File: config.mk
export PLATFORM = sky130hd
export DESIGN_NAME = wp_seq_guard
export DESIGN_NICKNAME = d
export VERILOG_FILES = /design/src/rtl/wp_seq_pkg.sv /design/src/rtl/wp_seq_ctrl.sv /design/src/rtl/wp_seq_path.sv /design/src/rtl/wp_seq_guard.sv
export SDC_FILE = /design/constraint.sdc
export NUM_CORES = 1
export LEC_CHECK = 0
export ABC_CLOCK_PERIOD_IN_PS = 2500
export BUFFER_PORTS_ARGS = -buffer_cell sky130_fd_sc_hd__buf_4
export CORE_MARGIN = 3
export CORE_UTILIZATION = 23
export DETAILED_ROUTE_END_ITERATION = 7
export PLACE_DENSITY_LB_ADDON = 0.2
export SLEW_MARGIN = 20
export SYNTH_ARGS = -nofsm -noshare
export SYNTH_HDL_FRONTEND = slang
export SYNTH_HIERARCHICAL = 1
export SYNTH_SLANG_ARGS = --single-unit
File: constraint.sdc
create_clock -name clk -period 2.5 [get_ports clk]
set_input_delay 0 -clock clk [delete_from_list [all_inputs] [get_ports clk]]
set_output_delay 0 -clock clk [all_outputs]
set_load 0.01 [all_outputs]
File: src/rtl/wp_seq_pkg.sv
package wp_seq_pkg;

  typedef enum logic [2:0] {
    SEQ_IDLE,
    SEQ_GOT1,
    SEQ_GOT2,
    SEQ_GOT3,
    SEQ_GOT4,
    SEQ_GOT5
  } seqState_t;

  // strobes from the matcher to the protection datapath
  typedef struct packed {
    logic cmdStep;    // this write was consumed as a key step
    logic armFire;    // arm key completed
    logic clearFire;  // clear key completed
  } seqStrobe_t;

endpackage

File: src/rtl/wp_seq_ctrl.sv
module wp_seq_ctrl
  import wp_seq_pkg::*;
#(
  parameter int ADDR_W = 16,
  parameter int DATA_W = 8,
  parameter logic [ADDR_W-1:0] KEY_ADDR_A = 16'h5555,
  parameter logic [ADDR_W-1:0] KEY_ADDR_B = 16'h2AAA,
  parameter logic [DATA_W-1:0] KEY_LEAD   = 8'hAA,
  parameter logic [DATA_W-1:0] KEY_FOLLOW = 8'h55,
  parameter logic [DATA_W-1:0] KEY_ARM    = 8'hA0,
  parameter logic [DATA_W-1:0] KEY_ERASE  = 8'h80,
  parameter logic [DATA_W-1:0] KEY_CLEAR  = 8'h20
) (
  input  logic              clk,
  input  logic              rstN,
  input  logic              wrValid,
  input  logic [ADDR_W-1:0] wrAddr,
  input  logic [DATA_W-1:0] wrData,
  input  logic              progBusy,
  output seqStrobe_t        strobe
);

  // top address bit is excluded from key matching
  localparam int CMP_W = ADDR_W - 1;

  seqState_t state, nextState;

  logic take, atA, atB, leadHit, followHit;

  assign take      = wrValid && !progBusy;
  assign atA       = (wrAddr[CMP_W-1:0] == KEY_ADDR_A[CMP_W-1:0]);
  assign atB       = (wrAddr[CMP_W-1:0] == KEY_ADDR_B[CMP_W-1:0]);
  assign leadHit   = atA && (wrData == KEY_LEAD);
  assign followHit = atB && (wrData == KEY_FOLLOW);

  always_comb begin
    nextState = state;
    strobe    = '0;
    if (take) begin
      // default on a mismatch: back to idle, or restart on a lead write
      if (leadHit) begin
        nextState      = SEQ_GOT1;
        strobe.cmdStep = 1'b1;
      end else begin
        nextState = SEQ_IDLE;
      end
      unique case (state)
        SEQ_IDLE: ;
        SEQ_GOT1: if (followHit) begin
          nextState      = SEQ_GOT2;
          strobe.cmdStep = 1'b1;
        end
        SEQ_GOT2: if (atA && wrData == KEY_ARM) begin
          nextState      = SEQ_IDLE;
          strobe.cmdStep = 1'b1;
          strobe.armFire = 1'b1;
        end else if (atA && wrData == KEY_ERASE) begin
          nextState      = SEQ_GOT3;
          strobe.cmdStep = 1'b1;
        end
        SEQ_GOT3: if (leadHit) begin
          nextState      = SEQ_GOT4;
          strobe.cmdStep = 1'b1;
        end
        SEQ_GOT4: if (followHit) begin
          nextState      = SEQ_GOT5;
          strobe.cmdStep = 1'b1;
        end
        SEQ_GOT5: if (atA && wrData == KEY_CLEAR) begin
          nextState        = SEQ_IDLE;
          strobe.cmdStep   = 1'b1;
          strobe.clearFire = 1'b1;
        end
        default: nextState = SEQ_IDLE;
      endcase
    end
  end

  always_ff @(posedge clk) begin
    if (!rstN) state <= SEQ_IDLE;
    else       state <= nextState;
  end

  // matcher holds while programming is busy
  assert_busy_hold_R9: assert property (@(posedge clk) disable iff (!rstN)
    progBusy |=> $stable(state));

  // a non-key write made from a partial match lands in idle
  assert_break_idle_R8: assert property (@(posedge clk) disable iff (!rstN)
    (take && !strobe.cmdStep) |=> (state == SEQ_IDLE));

endmodule

File: src/rtl/wp_seq_path.sv
module wp_seq_path
  import wp_seq_pkg::*;
#(
  parameter bit INIT_PROT = 1'b0
) (
  input  logic       clk,
  input  logic       rstN,
  input  logic       wrValid,
  input  logic       progBusy,
  input  logic       pageDone,
  input  seqStrobe_t strobe,
  output logic       writeAllow,
  output logic       blockArray
);

  logic protLatch, windowOpen, clearPending;
  logic passOk;

  always_ff @(posedge clk) begin
    if (!rstN) begin
      protLatch    <= INIT_PROT;
      windowOpen   <= 1'b0;
      clearPending <= 1'b0;
    end else if (strobe.armFire) begin
      protLatch    <= 1'b1;
      windowOpen   <= 1'b1;
      clearPending <= 1'b0;
    end else begin
      if (strobe.clearFire) clearPending <= 1'b1;
      if (pageDone) begin
        windowOpen <= 1'b0;
        if (clearPending) begin
          protLatch    <= 1'b0;
          clearPending <= 1'b0;
        end
      end
    end
  end

  assign passOk     = !protLatch || windowOpen;
  assign writeAllow = wrValid && !progBusy && !strobe.cmdStep && passOk;
  assign blockArray = wrValid && !writeAllow;

  assert_arm_open_R1: assert property (@(posedge clk) disable iff (!rstN)
    strobe.armFire |=> (protLatch && windowOpen));

  assert_window_close_R2: assert property (@(posedge clk) disable iff (!rstN)
    (pageDone && !strobe.armFire) |=> !windowOpen);

  assert_clear_done_R3: assert property (@(posedge clk) disable iff (!rstN)
    (pageDone && clearPending && !strobe.armFire) |=> !protLatch);

  assert_cmd_blocked_R5: assert property (@(posedge clk) disable iff (!rstN)
    strobe.cmdStep |-> (blockArray && !writeAllow));

  assert_latch_persist_R6: assert property (@(posedge clk) disable iff (!rstN)
    $fell(protLatch) |-> $past(clearPending && pageDone));

  assert_locked_R7: assert property (@(posedge clk) disable iff (!rstN)
    (wrValid && protLatch && !windowOpen) |-> !writeAllow);

  assert_busy_block_R9: assert property (@(posedge clk) disable iff (!rstN)
    (wrValid && progBusy) |-> (blockArray && !writeAllow));

  assert_quiet_R10: assert property (@(posedge clk) disable iff (!rstN)
    !wrValid |-> (!writeAllow && !blockArray));

endmodule

File: src/rtl/wp_seq_guard.sv
module wp_seq_guard
  import wp_seq_pkg::*;
#(
  parameter int ADDR_W    = 16,
  parameter int DATA_W    = 8,
  parameter bit INIT_PROT = 1'b0
) (
  input  logic              clk,
  input  logic              rstN,
  input  logic              wrValid,
  input  logic [ADDR_W-1:0] wrAddr,
  input  logic [DATA_W-1:0] wrData,
  input  logic              progBusy,
  input  logic              pageDone,
  output logic              writeAllow,
  output logic              blockArray
);

  seqStrobe_t strobe;

  wp_seq_ctrl #(
    .ADDR_W (ADDR_W),
    .DATA_W (DATA_W)
  ) u_ctrl (
    .clk      (clk),
    .rstN     (rstN),
    .wrValid  (wrValid),
    .wrAddr   (wrAddr),
    .wrData   (wrData),
    .progBusy (progBusy),
    .strobe   (strobe)
  );

  wp_seq_path #(
    .INIT_PROT (INIT_PROT)
  ) u_path (
    .clk        (clk),
    .rstN       (rstN),
    .wrValid    (wrValid),
    .progBusy   (progBusy),
    .pageDone   (pageDone),
    .strobe     (strobe),
    .writeAllow (writeAllow),
    .blockArray (blockArray)
  );

endmodule

==> results of run 1 <==
==> logic make-up after synthesis <==
| logic type | share of synthesized area [%] |
|---|---|
| AO/OA/AOI/OAI | 21.1 |
| buffers and inverters | 2.99 |
| flip-flops | 17.9 |
| AND/OR/NAND/NOR | 57.9 |
==> registers in the layout (all words and copies together), names as in the netlist <==
register,count
u_path/protLatch,1
u_path/clearPending,1
u_ctrl/state,3
u_path/windowOpen,1
==> placed cells by master (no fill, tap or decap), types with 2 or more instances in the layout <==
| cell type | netlist | layout |
|---|---|---|
| nand4_1 | 3 | 3 |
| o32ai_1 | 2 | 2 |
| and4bb_1 | 2 | 2 |
| and4bb_2 | 3 | 3 |
| nand4_2 | 2 | 2 |
| nand2_1 | 3 | 3 |
| clkbuf_4 | 0 | 3 |
| nand3_1 | 5 | 5 |
| nor2b_1 | 5 | 5 |
| o21ai_0 | 3 | 3 |
| a21oi_1 | 2 | 2 |
| nand2b_1 | 3 | 3 |
| nor2_1 | 4 | 4 |
| buf_4 | 0 | 29 |
| nor4_1 | 2 | 2 |
| nor4b_2 | 3 | 3 |
| a31oi_1 | 3 | 3 |
| nor3b_1 | 2 | 2 |
| dfxtp_1 | 6 | 6 |
| inv_1 | 4 | 4 |
| and3_1 | 4 | 4 |
==> how the worst min path moves through the flow <==
stage | startpoint | to | slack, ps | cells past startpoint
after floorplan | progBusy | writeAllow | 30 | 1
after global placement | pageDone | u_path/protLatch | 210 | 2
after detailed placement | pageDone | u_path/protLatch | 220 | 2
after CTS | rstN | u_ctrl/state[1] | 20 | 3
after global routing | rstN | u_ctrl/state[1] | 40 | 3
final | rstN | u_ctrl/state[1] | 40 | 3
==> power by group through the flow <==
stage | Clock, uW | Sequential [uW] | Combinational, uW
finish | 85.9 | 96.0 | 71.3
CTS | 92.1 | 95.9 | 71.5
global placement | 0 | 97.7 | 68.9
global route | 98.0 | 95.8 | 78.8
detailed placement | 0 | 97.7 | 69.9
floorplan | 0 | 97.7 | 20.7
==> critical path, delay by kind of cell, from the launching register on <==
| family | cells | cell delay [ps] |
|---|---|---|
| compound gates | 4 | 730 |
| simple gates | 2 | 400 |
| flops | 1 | 430 |
| buf+inv | 1 | 110 |
==> area by class of cell <==
class	instances	area (um2)
Fill cell	283	1660
Clock buffer	3	22.5
Inverter	4	15.0
Sequential cell	6	120
Tap cell	30	37.5
Multi-Input combinational cell	68	529
Timing Repair Buffer	30	228
==> metal layers <==
layer	GRT usage, %	share of wire (%)	up-vias
met4	2.53	0	0
li1	-	-	385
met3	3.67	4.3	0
met2	19.4	51	15
met1	13.6	45	353
met5	0	0	-
==> timing repair <==
item / in CTS / in global routing
hold buffers: 1 / 0
endpoints found under the setup margin: 0 / 0
endpoints found under the hold margin: 1 / 0
==> per-stage QoR <==
stage | util, % | power (uW)
floorplan | - | 118
global placement | 35.2 | 167
detailed placement | 35.2 | 168
CTS | 36.4 | 259
global route | 36.4 | 273
finish | 36.4 | 253
==> flow_summary.ini, run 1 <==
[critical_path]
worstSetupEndpointType = output port
path_class = register to output port
critPathSlowestCell = dfxtp_1
r2r-start = u_ctrl/state[0]
required_ps = 2500
r2r_cells = 6
cp_cell_sequence = nor4bb_1, nand4_1, o32ai_1, a21oi_1, o31ai_2, o31a_1, buf_4
worstPathMaxFanout = 8
rrSetupSlack_ps = 1000
cp-start-kind = register
worstPathArrival_ps = 1930
cpPeakStageDelay_ps = 430
endpoint = blockArray
r2r_end = u_path/clearPending
cp-startpoint = u_ctrl/state[0]

[layout]
stdcell_area_um2 = 952
layout.nets = 142
instances_no_fill = 141
synthToLayoutAreaGrowth_pct = 42.2
n_antenna_cell = 0
drive_gt1_share_pct = 40.5

[drt]
drtIter0Drc = 23
antenna_left = 0
wl_per_cell_um = 13.5
drc = 0
firstDrtPassIters = 4
viasPerCell = 5.34
num_vias = 753
wirelength_mm = 1.90

[sta]
fmax_ghz = 0.519
worst_pin_slew_ps = 559
whs_ps = 35.8
setup_slack_ps = 573
setup_violations = 0
slew_headroom_pct = 62.7
tns_ps = 0
fin_crit_ps = 1930
final-hold-violation-count = 0
fin_crit_sh_pct = 77.1
fin_skew_ps = 2.21
rsz0062_at_grt = false
final_max_slew_viol_count = 0

[synth]
yosys.area.top_type = dfxtp_1
ys_ff_latch = 6
yosysSeqAreaShare_pct = 17.9
synth_fp_nets = 108
synth_area_per_cell_um2 = 8.47
syn-instance-count = 79
ys.flop_type = dfxtp_1
syn_area_um2 = 669
yosysWarnings = 6
yosysUniqueCellTypes = 37
async_flop_share_pct = 0
synth_edf_count = 0
synthTopCellsByArea = dfxtp_1, nor4b_2, and4bb_2
synth_common_cells = dfxtp_1, nand3_1, nor2b_1
yosysMostFrequentCell = dfxtp_1
yosysTopAreaCellShare_pct = 17.9

[power]
total_leakage_power_uw = 0.000408
power_switching_uw = 60.9
ir_worst_vdd_mv = 0.240
internal_power_uw = 192
power_frac_comb_pct = 28.2
p_per_area_nw_per_um2 = 266
seqPwrFrac_pct = 37.9
power_frac_clock_pct = 33.9
swShare_pct = 24.0

[clocking]
clk_path_buf_depth = 2
clkSinkCount = 6
worstSkewPairLatency_ps = 240
cts_resized = 0
path_clk_slew_ps = 40
cts_tree = yes
post_cts_buffers = 0
htree_levels = 1
root_buffer = clkbuf_4
cts_made_buffers = 3

[global_route]
grt_max_degree = 10
antenna_found_initial = 0
grt_first_pass_wirelength_mm = 3.20
grt_usage_pct = 11.3
grt_pass1_vias = 752
gr-total-overflow = 0

[floorplanning]
rows = 18
initial_utilization_pct = 25.6
dieArea_um2 = 3590
pin_count = 31
die_width_um = 60.0
core-area_um2 = 2610
die_h_um = 60.0

[placement]
pre_cts_slack_ps = 847
dp_cells = 137
dp_hpwl_mm = 1.58
port_buffers = 29
gp_congestion = 0.813
placed_area_um2 = 920

[job]
drv_cap = 0

[status]
status = completed

[worst_hold_path]
hold_class = input port to register
No activity file was read; power rests on OpenSTA's default activity.
==> run 2, diff against run 1 <==
ABC_AREA = 1   (was default)
ABC_CLOCK_PERIOD_IN_PS = 1600   (was 2500)
clock period = 1.6 ns   (was 2.5 ns; I/O delays follow)
==> run 2 against run 1 <==
  * Flip-flop and latch count is the same
  * Critical path depth increased by 3
  * Clock skew about the same
  * Sequential power up 54%
  * Clock-buffer cell count did not move
  * Sequential share of layout area down 1.9 points
  * Cell count rose by 66%
  * Non-clock buffer count rose by 8
  * Worst hold slack got worse by 9.5 ps
  * Total power is 62% higher
  * Utilization is 1.4 points higher
==> flow_summary.ini, run 2 <==
[synth]
synthTopCellsByArea = nand2_1, dfxtp_1, inv_1
yosysMostFrequentCell = nand2_1
yosysWarnings = 6
synth_common_cells = nand2_1, inv_1, nor2_1
syn_area_um2 = 768
yosysSeqAreaShare_pct = 15.6
ys_ff_latch = 6
syn-instance-count = 149
ys.flop_type = dfxtp_1
synth_area_per_cell_um2 = 5.16
async_flop_share_pct = 0
synth_edf_count = 0
yosysUniqueCellTypes = 21
yosys.area.top_type = nand2_1
synth_fp_nets = 178
yosysTopAreaCellShare_pct = 18.1

[floorplanning]
die_h_um = 63.8
dieArea_um2 = 4070
core-area_um2 = 3130
pin_count = 31
die_width_um = 63.8
rows = 20
initial_utilization_pct = 24.6

[placement]
gp_congestion = 0.825
port_buffers = 29
placed_area_um2 = 1060
dp_hpwl_mm = 1.78

[clocking]
root_buffer = clkbuf_4
path_clk_slew_ps = 50
htree_levels = 1
cts_tree = yes
clk_path_buf_depth = 2
cts_made_buffers = 3
worstSkewPairLatency_ps = 240
clkSinkCount = 6

[global_route]
antenna_found_initial = 0
grt_max_degree = 8
grt_pass1_vias = 963
gr-total-overflow = 0
grt_usage_pct = 10.9
grt_first_pass_wirelength_mm = 3.74

[critical_path]
cpPeakStageDelay_ps = 380
worstPathArrival_ps = 1600
crit_family = flip-flops
cp-start-kind = register
worstSetupEndpointType = output port
critPathSlowestCell = dfxtp_4
crit_buf_inv = 4
required_ps = 1600
cp_cell_sequence = inv_4, buf_4, nor3_4, a31oi_1, a21oi_1, inv_1, nand3_1, nor2_1, nor2_1, buf_4
worstPathMaxFanout = 5
path_class = register to output port

[drt]
drc = 0
wl_per_cell_um = 9.14
antenna_left = 0
num_vias = 970
wirelength_mm = 2.14
drtIter0Drc = 35
viasPerCell = 4.15
firstDrtPassIters = 4

[layout]
layout.nets = 221
stdcell_area_um2 = 1180
drive_gt1_share_pct = 34.2
n_antenna_cell = 0
synthToLayoutAreaGrowth_pct = 53.9
layout_commonest_cell = buf_4
top_register = u_ctrl/state
largest_reg_flops = 3
layout_common_cells = buf_4, nand2_1, inv_1, nor2_1, nand3_1

[job]
drv_cap = 0

[sta]
rsz0062_at_grt = true
fin_crit_sh_pct = 99.8
fmax_ghz = 0.626
final-hold-violation-count = 0
worst_pin_slew_ps = 310
slew_headroom_pct = 79.2
fin_skew_ps = 1.89
final_max_slew_viol_count = 0
setup_violations = 0
fin_crit_ps = 1600

[power]
seqPwrFrac_pct = 36.2
power_frac_comb_pct = 30.1
p_per_area_nw_per_um2 = 346
power_frac_clock_pct = 33.7
internal_power_uw = 298
power_switching_uw = 111
power_uw = 409
swShare_pct = 27.2
ir_worst_vdd_mv = 0.194
total_leakage_power_uw = 0.000605

[status]
status = completed

[worst_hold_path]
hold_class = input port to register
[run 2: worst register-to-register path: stages, from the launching register on]
cell	delay (ps)
dfxtp_4	360
inv_4	60
nand2_4	50
inv_4	60
nand3_2	70
buf_4	130
buf_4	120
buf_4	120
buf_4	120
nor2_1	110
nor2_1	50
nor2_1	80
and2_1	130
[run 2: kinds of logic (layout without fill, tap and decap cells)]
kind of cell / count (synthesis) / after routing / share of synthesized area, %
AO/OA/AOI/OAI: 11 / 11 / 8.96
buffers and inverters: 33 / 74 / 16.1
flip-flops: 6 / 6 / 15.6
AND/OR/NAND/NOR: 99 / 99 / 59.3
[run 2: per-layer routing]
layer	GRT usage, %	wire [um]	vias up
li1	-	-	538
met1	13.1	1010	415
met2	20.5	1040	17
met3	2.11	82	0
met4	0.809	0	0
met5	0	0	-
[run 2: what timing repair did]
action	4_1_cts	5_1_grt
endpoints found under the setup margin	2	3
hold endpoints to repair	2	0
pin swaps	3	2
hold buffers	1	0
setup buffers	5	1
resized for setup	10	7
[run 2: final timing paths]
path | start | endpoint | slack (ps) | cells after the start
min | pageDone | u_path/windowOpen | 30 | 3
min reg2reg | u_path/protLatch | u_path/protLatch | 450 | 2
max | u_ctrl/state[1] | blockArray | 3 | 10
max reg2reg | u_ctrl/state[1] | u_path/clearPending | 70 | 12
[run 2: stage by stage]
| step | instances | setup WS [ps] | utilization (%) | hold slack (ps) | TNS, ps |
|---|---|---|---|---|---|
| after floorplan | 149 | 287 | - | 87.1 | 0 |
| after global placement | 224 | 140 | 33.8 | 245 | 0 |
| after detailed placement | 224 | 124 | 33.8 | 252 | 0 |
| after CTS | 233 | 11.8 | 36.7 | 19.8 | 0 |
| after global routing | 234 | -177 | 37.8 | 47.9 | -271 |
| final | 234 | 3.39 | 37.8 | 26.3 | 0 |
[run 2: power groups by stage]
| stage | combinational, uW | clock (uW) | sequential, uW |
|---|---|---|---|
| floorplan | 44.5 | 0 | 153 |
| global placement | 119 | 0 | 153 |
| detailed placement | 120 | 0 | 153 |
| CTS | 123 | 144 | 150 |
| global route | 140 | 157 | 148 |
| finish | 123 | 138 | 148 |
[run 2: layout make-up]
class,count,area [um2]
fillers,353,1950
multi-input cells,110,559
repair buffers,38,288
inverters,33,131
flip-flops and latches,6,126
well taps,44,55.1
clock buffers,3,22.5
